==> config.mk <==
export PLATFORM = sky130hd
export DESIGN_NAME = rosc_rng
export DESIGN_NICKNAME = d
export VERILOG_FILES = /design/src/rtl/rosc_rng_pkg.sv /design/src/rtl/rosc_rng_lfsr.sv /design/src/rtl/rosc_rng_seq.sv /design/src/rtl/rosc_rng_bank.sv /design/src/rtl/rosc_rng.sv
export SDC_FILE = /design/constraint.sdc
export NUM_CORES = 1
export LEC_CHECK = 0
export BUFFER_PORTS_ARGS = -buffer_cell sky130_fd_sc_hd__buf_2
export CAP_MARGIN = 20
export CORE_AREA = 3 3 174 176
export CTS_BUF_LIST = sky130_fd_sc_hd__clkbuf_2 sky130_fd_sc_hd__clkbuf_4 sky130_fd_sc_hd__clkbuf_8
export DETAILED_ROUTE_END_ITERATION = 10
export DIE_AREA = 0 0 177 179
export PLACE_DENSITY = 0.93
export SYNTH_ARGS = -nofsm -noshare
export SYNTH_HDL_FRONTEND = slang
export SYNTH_SLANG_ARGS = --single-unit
==> constraint.sdc <==
create_clock -name clk -period 9.4 [get_ports clk]
set_clock_uncertainty 0.05 [all_clocks]
set_input_delay 0.94 -clock clk [delete_from_list [all_inputs] [get_ports clk]]
set_output_delay 0.94 -clock clk [all_outputs]
set_load 0.02 [all_outputs]
==> src/rtl/rosc_rng_pkg.sv <==
package rosc_rng_pkg;

    localparam int WORD_W     = 32;
    localparam int NUM_WORDS  = 8;
    localparam int MAX_BITS   = NUM_WORDS * WORD_W;
    localparam int BIT_IDX_W  = $clog2(MAX_BITS);
    localparam int POS_W      = $clog2(WORD_W);
    localparam int WORD_IDX_W = $clog2(NUM_WORDS);
    localparam int CTRL_W     = 6;
    localparam int MASK_LSB   = 16;
    localparam int BITS_PER_LEN_STEP = 64;

    localparam logic [7:0] OFS_CTRL  = 8'h00;
    localparam logic [7:0] OFS_SCNT  = 8'h04;
    localparam logic [7:0] OFS_DATA0 = 8'h10;

    typedef enum logic [1:0] {
        RING_FASTEST = 2'd0,
        RING_FAST    = 2'd1,
        RING_SLOW    = 2'd2,
        RING_SLOWEST = 2'd3
    } ring_e;

    typedef struct packed {
        logic [1:0] len;
        ring_e      ring;
        logic       en;
        logic       go;
    } ctrl_t;

    // Apply a write whose upper half is a per-bit enable for the lower half.
    function automatic ctrl_t masked_update(ctrl_t cur, logic [31:0] wd);
        logic [CTRL_W-1:0] c;
        c = cur;
        for (int k = 0; k < CTRL_W; k++) begin
            if (wd[MASK_LSB + k]) c[k] = wd[k];
        end
        return ctrl_t'(c);
    endfunction

    // Index of the final sample for a length code.
    function automatic logic [BIT_IDX_W-1:0] last_sample_idx(logic [1:0] len);
        return BIT_IDX_W'((int'(len) + 1) * BITS_PER_LEN_STEP - 1);
    endfunction

endpackage

==> src/rtl/rosc_rng_lfsr.sv <==
module rosc_rng_lfsr #(
    parameter int          W     = 32,
    parameter logic [W-1:0] TAPS = 32'hA300_0000,
    parameter logic [W-1:0] SEED = 32'h0000_0001
) (
    input  logic clk,
    input  logic rst,
    input  logic step,
    output logic bit_out
);
    logic [W-1:0] state_q;

    assign bit_out = state_q[0];

    always_ff @(posedge clk) begin
        if (rst) begin
            state_q <= SEED;
        end else if (step) begin
            state_q <= (state_q >> 1) ^ (state_q[0] ? TAPS : '0);
        end
    end
endmodule

==> src/rtl/rosc_rng_seq.sv <==
module rosc_rng_seq
    import rosc_rng_pkg::*;
#(
    parameter int SC_W = 16
) (
    input  logic                 clk,
    input  logic                 rst,
    input  logic                 wr_ctrl,
    input  logic [31:0]          wdata,
    input  logic [SC_W-1:0]      sample_cnt,
    output ctrl_t                ctrl_q,
    output logic                 launch,
    output logic                 tick,
    output logic [BIT_IDX_W-1:0] bit_idx
);
    localparam int PER_W = SC_W + 3;

    logic [PER_W-1:0]     per_cnt_q;
    logic [PER_W-1:0]     per_reload_q;
    logic [BIT_IDX_W-1:0] last_idx_q;
    logic [BIT_IDX_W-1:0] bit_idx_q;

    ctrl_t            base;
    ctrl_t            nxt;
    logic             done;
    logic [SC_W-1:0]  sc_eff;
    logic [PER_W-1:0] period_m1;

    assign tick    = ctrl_q.go && (per_cnt_q == '0);
    assign done    = tick && (bit_idx_q == last_idx_q);
    assign bit_idx = bit_idx_q;

    always_comb begin
        base = ctrl_q;
        if (done) base.go = 1'b0;
        nxt = wr_ctrl ? masked_update(base, wdata) : base;
        if (!nxt.en) nxt.go = 1'b0;
        launch = nxt.go && !base.go;
    end

    always_comb begin
        sc_eff    = (sample_cnt == '0) ? SC_W'(1) : sample_cnt;
        period_m1 = (PER_W'(sc_eff) << nxt.ring) - PER_W'(1);
    end

    always_ff @(posedge clk) begin
        if (rst) begin
            ctrl_q       <= '0;
            per_cnt_q    <= '0;
            per_reload_q <= '0;
            last_idx_q   <= '0;
            bit_idx_q    <= '0;
        end else begin
            ctrl_q <= nxt;
            if (launch) begin
                per_cnt_q    <= period_m1;
                per_reload_q <= period_m1;
                last_idx_q   <= last_sample_idx(nxt.len);
                bit_idx_q    <= '0;
            end else if (tick) begin
                per_cnt_q <= per_reload_q;
                bit_idx_q <= bit_idx_q + BIT_IDX_W'(1);
            end else if (ctrl_q.go) begin
                per_cnt_q <= per_cnt_q - PER_W'(1);
            end
        end
    end
endmodule

==> src/rtl/rosc_rng_bank.sv <==
module rosc_rng_bank
    import rosc_rng_pkg::*;
(
    input  logic                                 clk,
    input  logic                                 rst,
    input  logic                                 clear,
    input  logic                                 tick,
    input  logic                                 bit_in,
    input  logic [BIT_IDX_W-1:0]                 bit_idx,
    output logic [NUM_WORDS-1:0][WORD_W-1:0]     words
);
    logic [WORD_IDX_W-1:0] sel_word;
    logic [POS_W-1:0]      sel_pos;

    assign sel_word = bit_idx[BIT_IDX_W-1:POS_W];
    assign sel_pos  = ~bit_idx[POS_W-1:0];

    for (genvar w = 0; w < NUM_WORDS; w++) begin : g_word
        logic [WORD_W-1:0] word_q;

        always_ff @(posedge clk) begin
            if (rst || clear) begin
                word_q <= '0;
            end else if (tick && (sel_word == WORD_IDX_W'(w))) begin
                word_q[sel_pos] <= bit_in;
            end
        end

        assign words[w] = word_q;
    end
endmodule

==> src/rtl/rosc_rng.sv <==
module rosc_rng
    import rosc_rng_pkg::*;
#(
    parameter int          SC_W      = 16,
    parameter int          SC_RESET  = 100,
    parameter logic [31:0] LFSR_SEED = 32'h0000_0001,
    parameter logic [31:0] LFSR_TAPS = 32'hA300_0000
) (
    input  logic        clk,
    input  logic        rst,
    input  logic [7:0]  bus_addr,
    input  logic        bus_we,
    input  logic [31:0] bus_wdata,
    input  logic        bus_re,
    output logic [31:0] bus_rdata,
    output logic        bus_rvalid
);
    localparam int DATA_SPAN = NUM_WORDS * 4;

    ctrl_t                           ctrl_q;
    logic [SC_W-1:0]                 sample_cnt_q;
    logic                            launch;
    logic                            tick;
    logic                            ent_bit;
    logic [BIT_IDX_W-1:0]            bit_idx;
    logic [NUM_WORDS-1:0][WORD_W-1:0] words;
    logic                            wr_ctrl;
    logic [7:0]                      data_ofs;
    logic [31:0]                     rd_mux;
    logic [31:0]                     rdata_q;
    logic                            rvalid_q;

    assign wr_ctrl = bus_we && (bus_addr == OFS_CTRL);

    rosc_rng_seq #(.SC_W(SC_W)) u_seq (
        .clk        (clk),
        .rst        (rst),
        .wr_ctrl    (wr_ctrl),
        .wdata      (bus_wdata),
        .sample_cnt (sample_cnt_q),
        .ctrl_q     (ctrl_q),
        .launch     (launch),
        .tick       (tick),
        .bit_idx    (bit_idx)
    );

    rosc_rng_lfsr #(.W(32), .TAPS(LFSR_TAPS), .SEED(LFSR_SEED)) u_src (
        .clk     (clk),
        .rst     (rst),
        .step    (tick),
        .bit_out (ent_bit)
    );

    rosc_rng_bank u_bank (
        .clk     (clk),
        .rst     (rst),
        .clear   (launch),
        .tick    (tick),
        .bit_in  (ent_bit),
        .bit_idx (bit_idx),
        .words   (words)
    );

    always_ff @(posedge clk) begin
        if (rst) begin
            sample_cnt_q <= SC_W'(SC_RESET);
        end else if (bus_we && (bus_addr == OFS_SCNT)) begin
            sample_cnt_q <= bus_wdata[SC_W-1:0];
        end
    end

    assign data_ofs = bus_addr - OFS_DATA0;

    always_comb begin
        rd_mux = '0;
        if (bus_addr == OFS_CTRL) begin
            rd_mux = 32'(ctrl_q);
        end else if (bus_addr == OFS_SCNT) begin
            rd_mux = 32'(sample_cnt_q);
        end else if ((int'(data_ofs) < DATA_SPAN) && (data_ofs[1:0] == 2'b00)) begin
            rd_mux = words[data_ofs[2 +: WORD_IDX_W]];
        end
    end

    always_ff @(posedge clk) begin
        if (rst) begin
            rdata_q  <= '0;
            rvalid_q <= 1'b0;
        end else begin
            rvalid_q <= bus_re;
            if (bus_re) rdata_q <= rd_mux;
        end
    end

    assign bus_rdata  = rdata_q;
    assign bus_rvalid = rvalid_q;
endmodule

==> results.yml <==
setup_path:
  r2r_setup_slack_ps: 4490
  crit_slowest_cell: "nand2_1"
  slowest_delay_ps: 650
  cp_max_fo: 34
  r2r-end: "u_bank.g_word[3].word_q[0]"
  rr_worst_depth: 10
  critPathTopFamily: "simple AND/OR/NAND/NOR gates"
  crit_chain: "buf_2 -> inv_1 -> ha_1 -> nor4b_1 -> nand3_1 -> nand2_1 -> nor2_1 -> nand2_1 -> ha_1 -> o211ai_1 -> a21oi_2 -> nand4_2 -> o31a_1 -> nor3_1 -> nor3_1"
  crit_arrival_ps: 5530
  r2r_start: "u_seq.bit_idx[4]"
  crit_required_ps: 9820
  crit_type: "input pin to flop"
  worst_setup_path_end_kind: "flop"
  startpoint_type: "input pin"
  cp.buffers_inverters: 2
synth:
  syn_inst: 2319
  synth-edff-count: 0
  synthArstFlopShare_pct: 0
  synth_nets: 2372
  synthesis.area_mm2: 0.01868
  ys.warnings.count: 0
  ys_ff_latch: 392
  ys_types: 69
  synth_seq_area_share_pct: 42.00
  synthFlopType: "dfxtp_1"
  postSynthAreaPerCell_um2: 8.056
clock_tree:
  h-tree-depth: 2
  postCtsSetupRepairBufs: 0
  numCtsBuffers: 58
  clkLatencyLatePin_ps: 640
  holdBufCountCts: 0
  cts_tree: "built"
  cts.root.buffer_cell: "clkbuf_8"
  clkTransAtPathRegs_ps: 60
  cts_resized: 0
  cts_buffer_depth: 3
  clock-sinks: 392
timing:
  rsz0062_at_grt: "false"
  setup-violations-final: 0
  final.min_clock_period_ps: 5105
  drv_slew: 0
  min_period_over_period_pct: 54.31
  tns_ps: 0
  slew_headroom_pct: 22.96
  hold_viol: 0
  worst_slew_pin_slew_ps: 1156
  max_freq_mhz: 195.9
detailed_routing:
  wl_per_cell_um: 21.82
  drt_iter0_drc: 3639
  firstDrtPassIters: 7
  dr_total_vias: 19018
  finalWirelength_mm: 58.46
  drc: 0
  ant_nets: 0
  routed_via_density: 7.099
layout:
  fin_nets: 2305
  multi_input_area_mm2: 0.009968
  layout-drive-gt1-share_pct: 12.85
  seq_area_mm2: 0.007851
  final_cell_mix: "a21oi_1 (397), dfxtp_1 (391), nand3_1 (284), o21ai_0 (273), nand2_1 (222)"
  fillers: 1994
  layout_commonest_cell: "a21oi_1"
  stdcell_count: 2679
  area_growth_pct: 8.284
  antennaDiodeCount: 0
power:
  swShare_pct: 22.57
  pwr-share-clk_pct: 45.8
  switching_power_mw: 0.7292
  powerDensity_mw_per_mm2: 159.7
  irDropWorstVdd_mv: 0.09686
  comb_power_share_pct: 2.7
  leakagePower_nw: 6.668
  seq_power_share_pct: 51.4
  intPower_mw: 2.502
global_route:
  grt_pass1_vias: 17784
  antenna_found_initial: 1
  track_usage_pct: 35.20
  overflow: 0
  grt_pass1_wl_mm: 90.29
  grt_max_degree: 123
worst_hold_path:
  hp-start: "u_src.state_q[1]"
  hold-path-cell-count: 2
  hp-class: "flop to flop"
  hold_path_end: "u_src.state_q[0]"
floorplan:
  dieArea_mm2: 0.03168
  initial_core_util_pct: 64.92
  die_w_um: 177
  rows: 62
  core-area_mm2: 0.02878
  die_h_um: 179
  ioPinCount: 77
placement:
  place.gp.congestion: 0.9459
  hpwl_mm: 32.55
  port_buffers: 66
  dp_cells: 2572
job:
  drv_cap: 0
run_status:
  outcome: "completed"
tightest hold or removal path: cells and delay by family (launching register included):
| kind | cells | cell delay (ps) |
|---|---|---|
| flip-flops | 1 | 310 |
| AND/OR/NAND/NOR | 2 | 120 |
area by class of cell:
| type | instances | share of cell area, % |
|---|---|---|
| clock buffers | 95 | 5.814 |
| repair buffers | 96 | 3.018 |
| flip-flops and latches | 392 | 38.81 |
| clock inverters | 8 | 0.4329 |
| multi-input cells | 1689 | 49.27 |
| well taps | 384 | 2.375 |
| inverters | 15 | 0.2783 |
cell usage after synthesis, drive strengths merged, types with 18 or more instances:
library cell,n,area [µm²]
a211oi,27,202.7
a21oi,398,1996
and3,23,143.9
buf,39,165.2
clkbuf,184,700.7
dfxtp,392,7848
mux4,64,1441
nand2,224,848.3
nand3,288,1441
nor2,134,503.0
nor3,45,230.2
o21ai,276,1381
xnor2,18,157.7
per-stage QoR:
stage	setup slack, ps	power (mW)	area, µm²	hold slack [ps]	utilization, %
after detailed placement	3751	1.782	18890	397.0	65.63
after global placement	3894	1.781	18890	387.7	65.63
after CTS	4303	3.215	20150	404.5	70.02
final	4295	3.231	20230	398.5	70.29
after global routing	4115	3.292	20230	429.9	70.29
after floorplan	4312	1.758	18680	382.1	-
layer usage:
layer  global-route usage, %  share of wire (%)  wire, µm
met3                   9.593                 15      8819
met4                   21.18                6.0      3501
met1                   44.29                 35     20230
met5                       0              0.017        10
met2                   54.26                 44     25900
power by group through the flow:
stage / Sequential [mW] / Clock, mW / Combinational, mW
2_1_floorplan: 1.70 / 0 / 0.0590
3_3_place_gp: 1.70 / 0 / 0.0824
3_5_place_dp: 1.70 / 0 / 0.0833
4_1_cts: 1.66 / 1.47 / 0.0839
5_1_grt: 1.66 / 1.54 / 0.0925
6_report: 1.66 / 1.48 / 0.0886
cell families (layout without fill, tap and decap cells):
family	count (synthesis)	count (layout)	synth area share [%]
adder cells (fa/ha/maj)	9	9	0.6027
AND/OR/NAND/NOR	794	794	19.90
XOR/XNOR	33	33	1.547
AO/OA/AOI/OAI	772	772	22.37
buffers and inverters	238	214	4.936
flip-flops	392	392	42.00
multiplexers	81	81	8.639
registers in the layout, summed over array words and instances (netlist names):
register,flops
sample_cnt_q,16
u_seq.per_reload_q,19
bus_rvalid,1
u_seq.ctrl_q,6
u_seq.bit_idx,8
bus_rdata,32
u_bank.g_word.word_q,256
u_src.state_q,32
u_seq.per_cnt_q,19
u_seq.last_idx_q,3
how the worst max path moves through the flow:
stage | from | endpoint | cells after the start
2_1_floorplan | bus_addr[4] | u_seq.per_cnt_q[16] | 20
3_3_place_gp | bus_addr[4] | u_seq.bit_idx[2] | 10
3_5_place_dp | bus_addr[4] | u_seq.bit_idx[4] | 10
4_1_cts | bus_addr[4] | u_bank.g_word[4].word_q[10] | 10
5_1_grt | bus_addr[4] | u_seq.per_cnt_q[13] | 12
6_report | bus_addr[4] | u_seq.per_reload_q[18] | 15
No activity file was read; power rests on OpenSTA's default activity.
